File: src/rtl/lz_pkg.sv
package lz_pkg;
    typedef enum logic [1:0] {
        LZ_IDLE   = 2'd0,
        LZ_WRITE  = 2'd1,
        LZ_FINISH = 2'd2
    } lz_state_e;

    // Smallest line the unit handles: 32 bytes.
    localparam int unsigned LZ_MIN_LOG2 = 5;
    // Override code expected in the two-bit mode subfield.
    localparam logic [1:0] LZ_FORCE_CODE = 2'b01;
endpackage

File: src/rtl/lz_size_sel.sv
module lz_size_sel
    import lz_pkg::*;
#(
    parameter int unsigned MAX_LOG2 = 7,
    parameter int unsigned MODE_W   = 16,
    parameter int unsigned MODE_LO  = 7,
    localparam int unsigned LOG2_W  = $clog2(MAX_LOG2 + 1),
    localparam int unsigned IDX_W   = MAX_LOG2 - 2
) (
    input  logic [1:0]        cfg_line_sel,
    input  logic              req_long,
    input  logic              force_en,
    input  logic [MODE_W-1:0] mode_ctl,
    output logic [LOG2_W-1:0] eff_log2,
    output logic [IDX_W-1:0]  words_m1
);
    logic              force_32;
    logic [LOG2_W-1:0] cfg_log2;

    // Only the short form may be pulled down to 32 bytes.
    assign force_32 = !req_long && force_en
                      && (mode_ctl[MODE_LO+1:MODE_LO] == LZ_FORCE_CODE);

    always_comb begin
        unique case (cfg_line_sel)
            2'b00:   cfg_log2 = LOG2_W'(LZ_MIN_LOG2);
            2'b01:   cfg_log2 = LOG2_W'(LZ_MIN_LOG2 + 1);
            default: cfg_log2 = LOG2_W'(LZ_MIN_LOG2 + 2);
        endcase
    end

    assign eff_log2 = force_32 ? LOG2_W'(LZ_MIN_LOG2) : cfg_log2;
    assign words_m1 = IDX_W'((1 << (eff_log2 - 2)) - 1);

    logic unused_mode_bits;
    assign unused_mode_bits = ^mode_ctl;
endmodule

File: src/rtl/lz_resv.sv
module lz_resv #(
    parameter int unsigned AW = 32
) (
    input  logic          clk,
    input  logic          rst_n,
    input  logic          set,
    input  logic [AW-1:0] set_addr,
    input  logic          kill_chk,
    input  logic [AW-1:0] line_base,
    output logic [AW-1:0] resv_q
);
    always_ff @(posedge clk or negedge rst_n) begin
        if (!rst_n) begin
            resv_q <= '1;
        end else if (set) begin
            resv_q <= set_addr;
        end else if (kill_chk && (resv_q == line_base)) begin
            resv_q <= '1;
        end
    end

    AST_RESV_KILLED: assert property (@(posedge clk) disable iff (!rst_n)
        (kill_chk && !set && resv_q == line_base) |=> (resv_q == '1));
    AST_RESV_KEPT: assert property (@(posedge clk) disable iff (!rst_n)
        (kill_chk && !set && resv_q != line_base) |=> $stable(resv_q));
    AST_RESV_LOAD: assert property (@(posedge clk) disable iff (!rst_n)
        set |=> (resv_q == $past(set_addr)));
endmodule

File: src/rtl/line_zero_unit.sv
module line_zero_unit
    import lz_pkg::*;
#(
    parameter int unsigned AW       = 32,
    parameter int unsigned MAX_LOG2 = 7,
    parameter int unsigned MODE_W   = 16,
    parameter int unsigned MODE_LO  = 7
) (
    input  logic              clk,
    input  logic              rst_n,
    input  logic              req_valid,
    input  logic [AW-1:0]     req_addr,
    input  logic              req_long,
    input  logic [1:0]        cfg_line_sel,
    input  logic              force_en,
    input  logic [MODE_W-1:0] mode_ctl,
    output logic              mem_wr_valid,
    output logic [AW-1:0]     mem_wr_addr,
    output logic [31:0]       mem_wr_data,
    input  logic              mem_wr_ack,
    input  logic              resv_set,
    input  logic [AW-1:0]     resv_set_addr,
    output logic [AW-1:0]     resv_addr,
    output logic              done
);
    localparam int unsigned LOG2_W = $clog2(MAX_LOG2 + 1);
    localparam int unsigned IDX_W  = MAX_LOG2 - 2;

    lz_state_e         state_q, state_d;
    logic [LOG2_W-1:0] eff_log2;
    logic [IDX_W-1:0]  words_m1;
    logic [IDX_W-1:0]  idx_q, last_q;
    logic [AW-1:0]     base_q, low_mask;
    logic              accept, step, last_ack;

    lz_size_sel #(
        .MAX_LOG2 (MAX_LOG2),
        .MODE_W   (MODE_W),
        .MODE_LO  (MODE_LO)
    ) u_size (
        .cfg_line_sel (cfg_line_sel),
        .req_long     (req_long),
        .force_en     (force_en),
        .mode_ctl     (mode_ctl),
        .eff_log2     (eff_log2),
        .words_m1     (words_m1)
    );

    assign low_mask = (AW'(1) << eff_log2) - AW'(1);
    assign accept   = (state_q == LZ_IDLE) && req_valid;
    assign step     = (state_q == LZ_WRITE) && mem_wr_ack;
    assign last_ack = step && (idx_q == last_q);

    // Next-state logic.
    always_comb begin
        state_d = state_q;
        unique case (state_q)
            LZ_IDLE:   if (req_valid) state_d = LZ_WRITE;
            LZ_WRITE:  if (last_ack)  state_d = LZ_FINISH;
            LZ_FINISH: state_d = LZ_IDLE;
            default:   state_d = LZ_IDLE;
        endcase
    end

    // State register.
    always_ff @(posedge clk or negedge rst_n) begin
        if (!rst_n) state_q <= LZ_IDLE;
        else        state_q <= state_d;
    end

    // Line base and word walk.
    always_ff @(posedge clk or negedge rst_n) begin
        if (!rst_n) begin
            base_q <= '0;
            idx_q  <= '0;
            last_q <= '0;
        end else if (accept) begin
            base_q <= req_addr & ~low_mask;
            idx_q  <= '0;
            last_q <= words_m1;
        end else if (step && !last_ack) begin
            idx_q  <= idx_q + IDX_W'(1);
        end
    end

    // Outputs.
    always_comb begin
        mem_wr_valid = (state_q == LZ_WRITE);
        done         = (state_q == LZ_FINISH);
        mem_wr_addr  = base_q + (AW'(idx_q) << 2);
        mem_wr_data  = '0;
    end

    lz_resv #(.AW(AW)) u_resv (
        .clk       (clk),
        .rst_n     (rst_n),
        .set       (resv_set),
        .set_addr  (resv_set_addr),
        .kill_chk  (last_ack),
        .line_base (base_q),
        .resv_q    (resv_addr)
    );

    AST_ADDR_HOLD: assert property (@(posedge clk) disable iff (!rst_n)
        (mem_wr_valid && !mem_wr_ack) |=> (mem_wr_valid && $stable(mem_wr_addr)));
    AST_ADDR_STEP: assert property (@(posedge clk) disable iff (!rst_n)
        (mem_wr_valid && mem_wr_ack) |=> (done || mem_wr_addr == $past(mem_wr_addr) + AW'(4)));
    AST_DONE_AFTER_ACK: assert property (@(posedge clk) disable iff (!rst_n)
        $rose(done) |-> $past(mem_wr_valid && mem_wr_ack));
    AST_DONE_PULSE: assert property (@(posedge clk) disable iff (!rst_n)
        done |=> (!done && !mem_wr_valid));
    AST_DONE_EXCL: assert property (@(posedge clk) disable iff (!rst_n)
        !(done && mem_wr_valid));
    AST_BUSY_IGNORES: assert property (@(posedge clk) disable iff (!rst_n)
        (mem_wr_valid && !mem_wr_ack && req_valid) |=> $stable(mem_wr_addr));
endmodule

File: config.mk
export PLATFORM = sky130hd
export DESIGN_NAME = line_zero_unit
export DESIGN_NICKNAME = d
export VERILOG_FILES = /design/src/rtl/lz_pkg.sv /design/src/rtl/lz_size_sel.sv /design/src/rtl/lz_resv.sv /design/src/rtl/line_zero_unit.sv
export SDC_FILE = /design/constraint.sdc
export NUM_CORES = 1
export LEC_CHECK = 0
export BUFFER_PORTS_ARGS = -buffer_cell sky130_fd_sc_hd__buf_2
export CORE_UTILIZATION = 44
export CTS_CLUSTER_DIAMETER = 30
export CTS_CLUSTER_SIZE = 10
export DETAILED_ROUTE_END_ITERATION = 10
export PLACE_DENSITY = 0.72
export SYNTH_ARGS = -nofsm -noshare
export SYNTH_HDL_FRONTEND = slang
export SYNTH_HIERARCHICAL = 1
export SYNTH_SLANG_ARGS = --single-unit
File: constraint.sdc
create_clock -name clk -period 4.2 [get_ports clk]
set_clock_uncertainty 0.15 [all_clocks]
set_input_delay 0.21 -clock clk [delete_from_list [all_inputs] [get_ports clk]]
set_output_delay 0.21 -clock clk [all_outputs]
set_load 0.01 [all_outputs]
=== Word level (Yosys, flattened, before mapping) ===
Index checks and enable logic that the tools add are counted.

* Register bits: 76
* Bits of input ports: 89
* Output and inout bits: 98
* Word-level logic and storage cells: 45

* Reductions and logical operators: 14
* $add $sub $neg: 5
* Muxes and demuxes: 9
* Bitwise gates (word level): 2
* Shift operators: 2
* Equal/unequal tests: 8

{| class="wikitable"
|+ Operators with widths
! kind !! number
|-
| $mux W32 || 2
|-
| $add A32 B7 Y32 || 1
|-
| $and A32 B32 Y32 || 1
|-
| $eq A32 B32 Y1 || 1
|-
| $not A32 Y32 || 1
|-
| $shl A1 B3 Y32 const A || 1
|-
| $shl A1 B32 Y5 const A || 1
|-
| $sub A32 B2 Y32 const B || 1
|-
| $mux W5 || 2
|-
| $pmux W2 S2 || 2
|-
| $logic_and A1 B1 Y1 || 7
|-
| $eq A2 B1 Y1 const B || 3
|-
| $mux W2 || 3
|-
| $add A5 B1 Y5 const B || 1
|-
| $eq A5 B5 Y1 || 1
|-
| $sub A5 B2 Y5 const B || 1
|-
| $logic_not A2 Y1 || 2
|-
| $reduce_bool A2 Y1 || 2
|-
| $sub A3 B2 Y4 const B || 1
|-
| $eq A2 B2 Y1 const B || 1
|-
| $logic_not A1 Y1 || 2
|-
| $ne A2 B1 Y1 const B || 1
|-
| $ne A2 B2 Y1 const B || 1
|-
| $reduce_and A2 Y1 || 1
|}

=== Longest topological paths before layout ===
* Depth in word-level cells: 8
* Depth in mapped cells: 8
* Gate-level depth less buffers: 8

=== Modules after synthesis ===
The synthesis kept the hierarchy.

{| class="wikitable"
|+ Modules (own cells, without submodules)
! module !! seq. area each (um2) !! times used !! area each (um2) !! cells each
|-
| line_zero_unit || 1101.1 || 1 || 2773.9 || 332
|-
| lz_resv || 840.8 || 1 || 1739.2 || 147
|-
| lz_size_sel || 0.0 || 1 || 78.8 || 11
|}

=== Least setup slack after synthesis ===
OpenSTA, ideal clock, no wires.

* Kind: register -> output
* Start: reg idx_q[0]
* End: out mem_wr_addr[24]
* Data required time: 3.840 ns
* Path buffers: 0
* Stages on the path, launching flop included: 9
* Setup slack: 1.814 ns
* Arrival time: 2.026 ns
* Path through: dfrtp_1 ha_1 inv_1 fa_1 nor2b_1 o31a_1 o21ai_0 nor4_1 xor2_1

* Word-level cells in the longest chain between the ends: 1

{| class="wikitable"
|+ Ends and longest elaborated chain
! item !! RTL line !! text
|-
| start: declaration || line_zero_unit.sv:32 || <nowiki>logic [IDX_W-1:0] idx_q, last_q;</nowiki>
|-
| start signal: assignment || line_zero_unit.sv:82 || <nowiki>idx_q <= idx_q + IDX_W'(1);</nowiki>
|-
| $add A32 B7 Y32 || line_zero_unit.sv:90 || <nowiki>mem_wr_addr = base_q + (AW'(idx_q) << 2);</nowiki>
|-
| end: declaration || line_zero_unit.sv:18 || <nowiki>output logic [AW-1:0] mem_wr_addr,</nowiki>
|}

Every way passes these cells.

=== Final worst setup path ===
* Start: reg idx_q[0]
* End: out mem_wr_addr[30]

Same word-level chain as after synthesis.

==> results.toml <==
[clock_tree]
cts_setup_buffers = 0
htree_levels = 3
clkTransAtPathRegs_ns = 0.08
ctsResizeCount = 0
insertion_delay_ns = 0.36
cts.path.max_buffers = 2
cts_made_buffers = 9
cts.sinks = 76
cts_tree = "done"
root_buffer = "clkbuf_8"

[yosys]
seq_area_frac_synth_pct = 42.3
synth_common_cells = "nand2_1 (126), xnor2_1 (48), dfrtp_1 (44)"
avgSynthCellArea_um2 = 9.37
synth_edf_count = 0
synthCells = 490
synth_ff_type = "dfrtp_1"
yosys-top-cells-area = "dfrtp_1 (24%), dfstp_2 (18%), nand2_1 (10%)"
synthArstFlopShare_pct = 100
yosysWarnings = 6
synth_top_cell_by_area = "dfrtp_1"
ys_seq_elements = 76
synth_top_area_share_pct = 24.0
synthDistinctLibCells = 49
synthesis.area_um2 = 4590
yosysMostFrequentCell = "nand2_1"

[worst_hold_path]
min_from = "cfg_line_sel[1]"
hold_path_class = "primary input to register"

[floorplanning]
die_x_um = 104
pin_count = 187
start_util_pct = 46.1
dieArea_um2 = 10800
die-height_um = 104
num_rows = 36
core_area_um2 = 9950

[power_and_ir_drop]
p_int_uw = 1880
comb_power_share_pct = 40.3
seqPwrFrac_pct = 40.5
p_per_area_nw_per_um2 = 524
pwr-share-clk_pct = 19.2
power.leakage_uw = 0.00308
p_switching_uw = 1290
peakVddDrop_v = 0.000324
swShare_pct = 40.7

[timing]
worst_pin_slew_ns = 1.22
setup_violations = 0
tns_ns = 0
rsz0062_at_grt = "no"
max_freq_mhz = 318
layout_min_cycle_time_ns = 3.14
max-slew-margin-rel_pct = 18.5
period_share_pct = 74.8
hold_viol = 0
drv_slew = 0

[detailed_routing]
vias = 3998
first_iter_violations = 163
drtPass1Iterations = 5
avgRoutedWirePerCell_um = 15.1
postRouteAntennaNets = 0
drt-total-wl_um = 12400
drc = 0
routed_via_density = 4.86

[critical_path]
critical_path_class = "register to output port"
end_kind = "output port"
crit_family = "adder cells"
cpPeakStageDelay_ns = 0.47
crit_arrival_ns = 2.78
critical_path_peak_fanout = 5
cp-startpoint = "idx_q[0]"
startpoint_type = "register"
rr_startpoint = "idx_q[2]"
path_buf_inv = 2
cpMaxStageDelayCell = "dfrtp_1"
worstPathCellList = "ha_1 -> inv_1 -> fa_1 -> nor2b_1 -> o31a_1 -> o2111ai_1 -> nor3_1 -> xnor2_1 -> buf_2"
cp.required_ns = 3.84

[final_layout]
drive_gt1_share_pct = 31.1
final_util_pct = 60.9
design_area_um2 = 6060
nets = 781
area_growth_pct = 32.0
diodes = 0

[status]
status = "completed"

[placed_design]
place_area_um2 = 5220
port_buffers = 140
hpwl_um = 8690
gp_congestion = 0.816

[grt]
grt_util_all_layers_pct = 23.6
globalRouteOverflowTotal = 0
first_global_vias = 3829
grt_max_degree = 77
antenna_found_initial = 0
grt_pass1_wl_um = 19900

[run]
cap_violations = 0
==> final cells by class <==
type,count,area [um2]
tap,133,166
clock buffer,12,166
clock inverter,4,52.6
timing repair buffer,203,1330
multi-input combinational,382,2360
inverter,12,45.0
sequential,76,1940
fill,841,3890
==> power by group through the flow <==
stage	clock [uW]	sequential [uW]	combinational [uW]
3_5_place_dp	0	1300	1220
5_1_grt	652	1320	1410
4_1_cts	623	1290	1270
2_1_floorplan	0	1220	831
3_3_place_gp	0	1290	1190
6_report	609	1280	1280
==> cell usage in the layout (no fill, tap or decap), drive strengths merged, types with 2 or more instances in the layout <==
cell type,synthesis,layout
and3,6,6
nor2,15,15
xnor2,48,48
a21o,2,2
nor3,7,7
nand4,12,12
dfstp,32,32
and4,2,2
nand4b,2,2
clkbuf,5,12
and4bb,2,2
dfrtp,44,44
inv,12,14
nor2b,2,2
nand3b,4,4
o21ai,11,11
nand2,139,139
mux2i,35,35
dlygate4sd3,0,62
conb,2,36
xor2,17,17
buf,49,141
ha,7,7
nand3,14,14
nor4,2,2
a21oi,5,5
o2111ai,2,2
==> cell families (layout without fill, tap and decap cells) <==
| group | after synthesis | in the layout | share of synthesized area [%] |
|---|---|---|---|
| and+or+nand+nor | 213 | 213 | 22.5 |
| xor gates and xnor gates | 65 | 65 | 12.4 |
| adders and majority gates | 8 | 8 | 2.34 |
| muxes | 35 | 35 | 7.63 |
| AOI/OAI and AO/OA | 25 | 25 | 3.46 |
| DFF | 76 | 76 | 42.3 |
| other | 2 | 36 | 0.164 |
| buffers and inverters | 66 | 231 | 9.18 |
==> path summary, 6_finish.rpt <==
path | endpoint | slack [ns] | depth (start not counted)
min reg2reg | last_q[0] | 0.36 | 2
max reg2reg | u_resv/resv_q[25] | 1.60 | 7
min | last_q[4] | 0.03 | 4
max in group asynchronous | base_q[25] | 2.91 | 2
min in group asynchronous | base_q[14] | 0.38 | 2
max | mem_wr_addr[30] | 1.06 | 9
==> flip-flops by register name, indices dropped and copies added, names as in the netlist <==
register       count
idx_q              5
last_q             5
base_q            32
u_resv/resv_q     32
state_q            2
==> routing by layer <==
metal  wire length, um  global-route usage (%)  up-vias
li1                  -                       -     1926
met1              5260                    29.2     1887
met2              6150                    40.5      171
met3               842                    6.08       14
met4               182                    6.73        0
met5                 0                       0        -
==> metrics by stage <==
stage	setup WS [ns]	hold slack (ns)	power [uW]	std cells
after CTS	1.07	0.0197	3180	822
after global routing	0.842	0.0474	3380	822
final	1.06	0.0300	3170	822
after detailed placement	1.49	0.261	2520	744
after global placement	1.52	0.251	2480	744
after floorplan	1.81	-0.236	2050	524
==> worst register-to-register path: stages, from the launching register on <==
cell and delay (ns):
dfrtp_1 0.46, xor2_1 0.19, nor3_1 0.24, nand2_1 0.10
nor2_1 0.21, nor4b_2 0.26, nand3_2 0.64, nand2_1 0.27
==> repair_timing <==
item,4_1_cts,5_1_grt
hold buffers,62,0
endpoints found under the hold margin,105,0
endpoints found under the setup margin,0,0
Power figures use the tool's default switching activity.
